==> src/rtl/dt_pkg.sv <==
package dt_pkg;

    // Status word bit positions (behavioural: software decodes them)
    localparam int FLAG_VBL_BIT  = 0;
    localparam int FLAG_HBL_BIT  = 1;
    localparam int FLAG_CMP_BIT  = 2;
    localparam int EN_VBL_BIT    = 3;
    localparam int EN_HBL_BIT    = 4;
    localparam int EN_CMP_BIT    = 5;
    localparam int CMP_LSB       = 8;
    localparam int CMP_W         = 8;
    localparam int STAT_W        = 16;
    localparam int N_EVT         = 3;

    // One bit per event kind; packed order gives match=2, hblank=1, vblank=0
    typedef struct packed {
        logic match;
        logic hblank;
        logic vblank;
    } evt_set_t;

    typedef struct packed {
        logic [CMP_W-1:0] cmp_line;
        evt_set_t         enables;
    } stat_cfg_t;

    function automatic logic [STAT_W-1:0] stat_pack(stat_cfg_t cfg, evt_set_t flags);
        return {cfg.cmp_line, 2'b00, cfg.enables, flags};
    endfunction

    function automatic stat_cfg_t stat_unpack(logic [STAT_W-1:0] w);
        stat_cfg_t c;
        c.cmp_line = w[CMP_LSB +: CMP_W];
        c.enables  = evt_set_t'(w[EN_CMP_BIT:EN_VBL_BIT]);
        return c;
    endfunction

endpackage

==> src/rtl/dt_raster_cnt.sv <==
module dt_raster_cnt
    import dt_pkg::*;
#(
    parameter int DOTS_PER_LINE = 308,
    parameter int DRAW_DOTS     = 240,
    parameter int VISIBLE_LINES = 160,
    parameter int TOTAL_LINES   = 228,
    localparam int DOT_W        = $clog2(DOTS_PER_LINE),
    localparam int LINE_W       = $clog2(TOTAL_LINES)
) (
    input  logic              clk,
    input  logic              rst,
    input  logic              dot_en,
    output logic [DOT_W-1:0]  dot_o,
    output logic [LINE_W-1:0] line_o,
    output logic [LINE_W-1:0] line_nxt_o,
    output evt_set_t          step_o,
    output logic              in_vblank_o,
    output logic              in_hblank_o
);

    localparam logic [DOT_W-1:0]  DOT_LAST  = DOT_W'(DOTS_PER_LINE - 1);
    localparam logic [DOT_W-1:0]  DRAW_LAST = DOT_W'(DRAW_DOTS - 1);
    localparam logic [DOT_W-1:0]  DRAW_END  = DOT_W'(DRAW_DOTS);
    localparam logic [LINE_W-1:0] LINE_LAST = LINE_W'(TOTAL_LINES - 1);
    localparam logic [LINE_W-1:0] VIS_LAST  = LINE_W'(VISIBLE_LINES - 1);
    localparam logic [LINE_W-1:0] VIS_END   = LINE_W'(VISIBLE_LINES);

    logic [DOT_W-1:0]  dot_q, dot_d;
    logic [LINE_W-1:0] line_q, line_d;
    logic              line_wrap;

    assign line_wrap = dot_en && (dot_q == DOT_LAST);

    always_comb begin
        dot_d  = dot_q;
        line_d = line_q;
        if (dot_en) begin
            if (dot_q == DOT_LAST) begin
                dot_d  = '0;
                line_d = (line_q == LINE_LAST) ? '0 : line_q + 1'b1;
            end else begin
                dot_d = dot_q + 1'b1;
            end
        end
    end

    always_ff @(posedge clk) begin
        if (rst) begin
            dot_q  <= '0;
            line_q <= '0;
        end else begin
            dot_q  <= dot_d;
            line_q <= line_d;
        end
    end

    // Step strobes: true in the cycle whose edge moves into the new region
    always_comb begin
        step_o.hblank = dot_en && (dot_q == DRAW_LAST);
        step_o.vblank = line_wrap && (line_q == VIS_LAST);
        step_o.match  = line_wrap;
    end

    assign dot_o       = dot_q;
    assign line_o      = line_q;
    assign line_nxt_o  = line_d;
    assign in_hblank_o = (dot_q >= DRAW_END);
    assign in_vblank_o = (line_q >= VIS_END);

endmodule

==> src/rtl/dt_stat_reg.sv <==
module dt_stat_reg
    import dt_pkg::*;
(
    input  logic              clk,
    input  logic              rst,
    input  logic              wr,
    input  logic [STAT_W-1:0] wdata,
    output stat_cfg_t         cfg_o
);

    stat_cfg_t cfg_q;

    always_ff @(posedge clk) begin
        if (rst) begin
            cfg_q <= '0;
        end else if (wr) begin
            cfg_q <= stat_unpack(wdata);
        end
    end

    assign cfg_o = cfg_q;

endmodule

==> src/rtl/dt_event_gen.sv <==
module dt_event_gen
    import dt_pkg::*;
#(
    parameter int LINE_W = 8
) (
    input  logic              clk,
    input  logic              rst,
    input  evt_set_t          step,
    input  stat_cfg_t         cfg,
    input  logic [LINE_W-1:0] line_nxt,
    output evt_set_t          evt_o
);

    logic [N_EVT-1:0] qual;
    logic [N_EVT-1:0] fire_d;
    logic [N_EVT-1:0] fire_q;
    logic             cmp_hit;

    assign cmp_hit = (CMP_W'(line_nxt) == cfg.cmp_line);

    always_comb begin
        qual = '1;
        qual[EN_CMP_BIT - EN_VBL_BIT] = cmp_hit;
    end

    for (genvar g = 0; g < N_EVT; g++) begin : g_lane
        assign fire_d[g] = step[g] && cfg.enables[g] && qual[g];

        always_ff @(posedge clk) begin
            if (rst) begin
                fire_q[g] <= 1'b0;
            end else begin
                fire_q[g] <= fire_d[g];
            end
        end
    end

    assign evt_o = evt_set_t'(fire_q);

endmodule

==> src/rtl/dt_irq_gen.sv <==
module dt_irq_gen
    import dt_pkg::*;
#(
    parameter int DOTS_PER_LINE = 308,
    parameter int DRAW_DOTS     = 240,
    parameter int VISIBLE_LINES = 160,
    parameter int TOTAL_LINES   = 228
) (
    input  logic        clk,
    input  logic        rst,
    input  logic        dot_en,
    input  logic        stat_wr,
    input  logic [15:0] stat_wdata,
    output logic [15:0] stat_rdata,
    output logic [15:0] line_rdata,
    output logic        irq_vblank,
    output logic        irq_hblank,
    output logic        irq_match
);

    localparam int DOT_W  = $clog2(DOTS_PER_LINE);
    localparam int LINE_W = $clog2(TOTAL_LINES);

    logic [DOT_W-1:0]  dot;
    logic [LINE_W-1:0] line, line_nxt;
    evt_set_t          step, flags, evt;
    stat_cfg_t         cfg;
    logic              in_vblank, in_hblank;

    dt_raster_cnt #(
        .DOTS_PER_LINE (DOTS_PER_LINE),
        .DRAW_DOTS     (DRAW_DOTS),
        .VISIBLE_LINES (VISIBLE_LINES),
        .TOTAL_LINES   (TOTAL_LINES)
    ) u_cnt (
        .clk         (clk),
        .rst         (rst),
        .dot_en      (dot_en),
        .dot_o       (dot),
        .line_o      (line),
        .line_nxt_o  (line_nxt),
        .step_o      (step),
        .in_vblank_o (in_vblank),
        .in_hblank_o (in_hblank)
    );

    dt_stat_reg u_stat (
        .clk   (clk),
        .rst   (rst),
        .wr    (stat_wr),
        .wdata (stat_wdata),
        .cfg_o (cfg)
    );

    dt_event_gen #(
        .LINE_W (LINE_W)
    ) u_evt (
        .clk      (clk),
        .rst      (rst),
        .step     (step),
        .cfg      (cfg),
        .line_nxt (line_nxt),
        .evt_o    (evt)
    );

    logic unused_dot;
    assign unused_dot = ^dot;

    always_comb begin
        flags.vblank = in_vblank;
        flags.hblank = in_hblank;
        flags.match  = (CMP_W'(line) == cfg.cmp_line);
    end

    assign stat_rdata = stat_pack(cfg, flags);
    assign line_rdata = 16'(line);
    assign irq_vblank = evt.vblank;
    assign irq_hblank = evt.hblank;
    assign irq_match  = evt.match;

endmodule

==> config.mk <==
export PLATFORM = sky130hd
export DESIGN_NAME = dt_irq_gen
export DESIGN_NICKNAME = d
export VERILOG_FILES = /design/src/rtl/dt_pkg.sv /design/src/rtl/dt_raster_cnt.sv /design/src/rtl/dt_stat_reg.sv /design/src/rtl/dt_event_gen.sv /design/src/rtl/dt_irq_gen.sv
export SDC_FILE = /design/constraint.sdc
export NUM_CORES = 1
export LEC_CHECK = 0
export CAP_MARGIN = 20
export CELL_PAD_IN_SITES_DETAIL_PLACEMENT = 2
export CELL_PAD_IN_SITES_GLOBAL_PLACEMENT = 2
export CORE_ASPECT_RATIO = 0.7
export CORE_MARGIN = 2
export CORE_UTILIZATION = 35
export DETAILED_ROUTE_END_ITERATION = 10
export DONT_BUFFER_PORTS = 1
export GPL_TIMING_DRIVEN = 0
export PLACE_DENSITY_LB_ADDON = 0.1
export REMOVE_ABC_BUFFERS = 1
export SLEW_MARGIN = 25
export SYNTH_ARGS = -nofsm -noshare
export SYNTH_HDL_FRONTEND = slang
export SYNTH_HIERARCHICAL = 1
export SYNTH_SLANG_ARGS = --single-unit
export TNS_END_PERCENT = 50
==> constraint.sdc <==
create_clock -name clk -period 2.3 [get_ports clk]
set_input_delay 0.345 -clock clk [delete_from_list [all_inputs] [get_ports clk]]
set_output_delay 0.345 -clock clk [all_outputs]
set_load 0.01 [all_outputs]
==> impl_metrics.ini <==
[run_status]
status = finished clean

[cells_and_area]
multi_input_area_sq_um = 1026
final_cells = 268
area_growth_pct = 7.184
antenna_cells = 0
layout.nets = 222
fin_area_sq_um = 1848
nFillCells = 551
seq_area_sq_um = 628.1
drive_gt1_frac = 0.1055

[floorplanning]
dieArea_sq_um = 5512
die_width_um = 87.89
pin_count = 55
initial_core_util = 0.3625
core-area_sq_um = 4756
die_h_um = 62.72
row_count = 21

[timing]
final-setup-viol-count = 0
fin_skew_ns = 0.002797
min_period_over_period = 0.9264
fmax_mhz = 469.3
fin_tns_setup_ns = 0
rsz0062_at_grt = no
whs_ns = 0.1258
fin_crit_ns = 2.131
slew_viol_final = 0
hold_violations = 0

[routing]
route.detailed.drc = 0
antenna_left = 0
routed_wl_um = 4915
firstDrtPassIters = 4
vias = 1398
drt_iter0_drc = 73
wl_per_cell_um = 18.34
viasPerCell = 5.216

[pwr]
cellLeakagePower_nw = 0.6865
ir_drop_mv = 0.2077
p_per_area_nw_per_um2 = 570.2
switching_power_uw = 258.8
p_clk_frac = 0.387
comb_power_share = 0.066
seqPwrFrac = 0.547
switching_share = 0.2456
power.internal_uw = 795.0

[yosys]
synth.avg_cell_area_sq_um = 8.664
synth.cell_area_sq_um = 1724
synthCells = 199
synthArstFlopShare = 0
synth_flop_cell = dfxtp_1
synth-seq-area-share = 0.3599
synth-edff-count = 0
ys_ff_latch = 31
ys_types = 39
ys_warn_count = 6

[grt]
grt_max_degree = 21
grt_use_total = 0.1948
antenna_found_initial = 0
grt_pass1_vias = 1555
grt_pass1_wl_um = 8114
globalRouteOverflowTotal = 0

[clock_tree]
h-tree-depth = 2
root_buffer = clkbuf_8
postCtsHoldBufs = 0
clock_path_buffers = 2
cts_buffers = 5
clock_latency_ns = 0.28
clkTransAtPathRegs_ns = 0.06
tritoncts = built
cts_num_sinks = 31
post_cts_buffers = 0

[worst_hold_path]
hold_class = primary input to flip-flop
min_from = rst
min_to = u_cnt/line_o[0]
holdPathStages = 1

[critical_path]
path_max_fanout = 5
cp_data_arrival_time_ns = 2.34
startpoint_type = flip-flop
r2r-start = u_cnt/dot_o[0]
r2r_end = u_evt/evt_o[2]
worstRegToRegCells = 8
reg2reg_slack_ns = 0.17
timing.critical_path.required_ns = 2.51
worst-setup-path-type = flip-flop to flip-flop
cp-end-kind = flip-flop

[placed_design]
io_buffer_count = 0
dp_hpwl_um = 3823
placed_cell_area_sq_um = 1723
place.gp.congestion = 0.7604
dp.cells = 260

[flow_run]
max_cap_viol_count = 0
## state kept, by name, indices dropped and copies added, names as in the netlist
register / cells
u_stat/cfg_o: 11
u_cnt/dot_o: 9
u_cnt/line_o: 8
u_evt/evt_o: 3
## power by group through the flow
stage	logic, mW	clock network [mW]	registers (mW)
2_1_floorplan	0.0558	0	0.584
3_3_place_gp	0.0635	0	0.589
3_5_place_dp	0.0703	0	0.590
4_1_cts	0.0708	0.421	0.578
5_1_grt	0.0788	0.453	0.579
6_report	0.0695	0.408	0.576
## layer usage
layer,wire [um],vias to the layer above,track usage
li1,-,654,-
met1,2224,682,0.2512
met4,89,0,0.06154
met2,2254,52,0.3134
met5,0,-,0
met3,347,10,0.05416
## timing repair
action | 4_1_cts | 5_1_grt
hold endpoints to repair | 0 | 0
resized for setup | 3 | 10
setup endpoints to repair | 1 | 1
## metrics by stage
stage / util / worst slack, ns / total power [mW]
6_report: 0.3886 / 0.1693 / 1.054
5_1_grt: 0.3886 / 0.008457 / 1.111
3_5_place_dp: 0.3623 / -0.2485 / 0.6602
3_3_place_gp: 0.3623 / -0.1951 / 0.6520
4_1_cts: 0.3812 / 0.06209 / 1.070
2_1_floorplan: - / 0.3419 / 0.6402
## Yosys cell counts, types with 2 or more instances
cell / instances / area share
mux2i_1: 12 / 0.070
ha_1: 4 / 0.029
xnor2_1: 20 / 0.10
nand4_1: 6 / 0.022
nor4_1: 2 / 0.0073
and2_1: 6 / 0.022
nor3_1: 3 / 0.0087
nand2b_1: 2 / 0.0073
xor2_1: 6 / 0.030
and4_1: 2 / 0.010
inv_1: 6 / 0.013
clkbuf_1: 2 / 0.0044
o21ai_1: 2 / 0.0058
a21oi_1: 4 / 0.012
nand2_1: 12 / 0.026
nor2_1: 27 / 0.059
and3_1: 4 / 0.015
nand4b_1: 2 / 0.010
buf_4: 13 / 0.057
nor4_2: 2 / 0.015
or3_1: 3 / 0.011
nand3_1: 12 / 0.035
dfxtp_1: 31 / 0.36
## area by class of cell
type | instances | share of cell area
multi-input cells | 153 | 0.5552
well taps | 69 | 0.04672
flip-flops and latches | 31 | 0.3399
clock inverters | 1 | 0.002708
inverters | 7 | 0.01422
clock buffers | 7 | 0.04130
## cell usage in the layout (no fill, tap or decap), drive strengths merged, types with 6 or more instances in the layout
master	netlist	final
inv	6	6
and2	6	6
nand2	12	12
conb	1	10
nand4	6	6
nand3	12	12
xor2	6	6
clkbuf	2	7
dfxtp	31	31
nor2	27	27
mux2i	12	12
xnor2	20	20
## cell families (layout without fill, tap and decap cells)
group	Yosys count	after routing	synth area share
adder cells (fa/ha/maj)	4	4	0.02903
other	1	10	0.002175
flip-flops	31	31	0.3599
AO/OA/AOI/OAI	12	12	0.04282
buffers and inverters	24	15	0.08562
XOR/XNOR	26	26	0.1321
multiplexers	13	13	0.07620
AND/OR/NAND/NOR	88	88	0.2721
## worst max-delay path, stage by stage, from the launching register on
cell	delay (ns)
dfxtp_1	0.39
ha_2	0.24
and4_2	0.28
nand3_2	0.15
or3_1	0.39
o21ai_0	0.11
xnor2_1	0.15
nand3_1	0.15
nor3_2	0.19
## worst max path at each step
| stage | startpoint | to |
|---|---|---|
| 6_report | u_cnt/dot_o[0] | u_evt/evt_o[2] |
| 5_1_grt | u_cnt/dot_o[0] | u_evt/evt_o[2] |
| 4_1_cts | u_cnt/line_o[0] | u_evt/evt_o[2] |
| 3_5_place_dp | u_cnt/line_o[0] | u_evt/evt_o[2] |
| 3_3_place_gp | u_cnt/line_o[0] | u_evt/evt_o[2] |
| 2_1_floorplan | u_cnt/line_o[0] | u_evt/evt_o[2] |
Note: power is estimated with default switching activity, not from simulation.
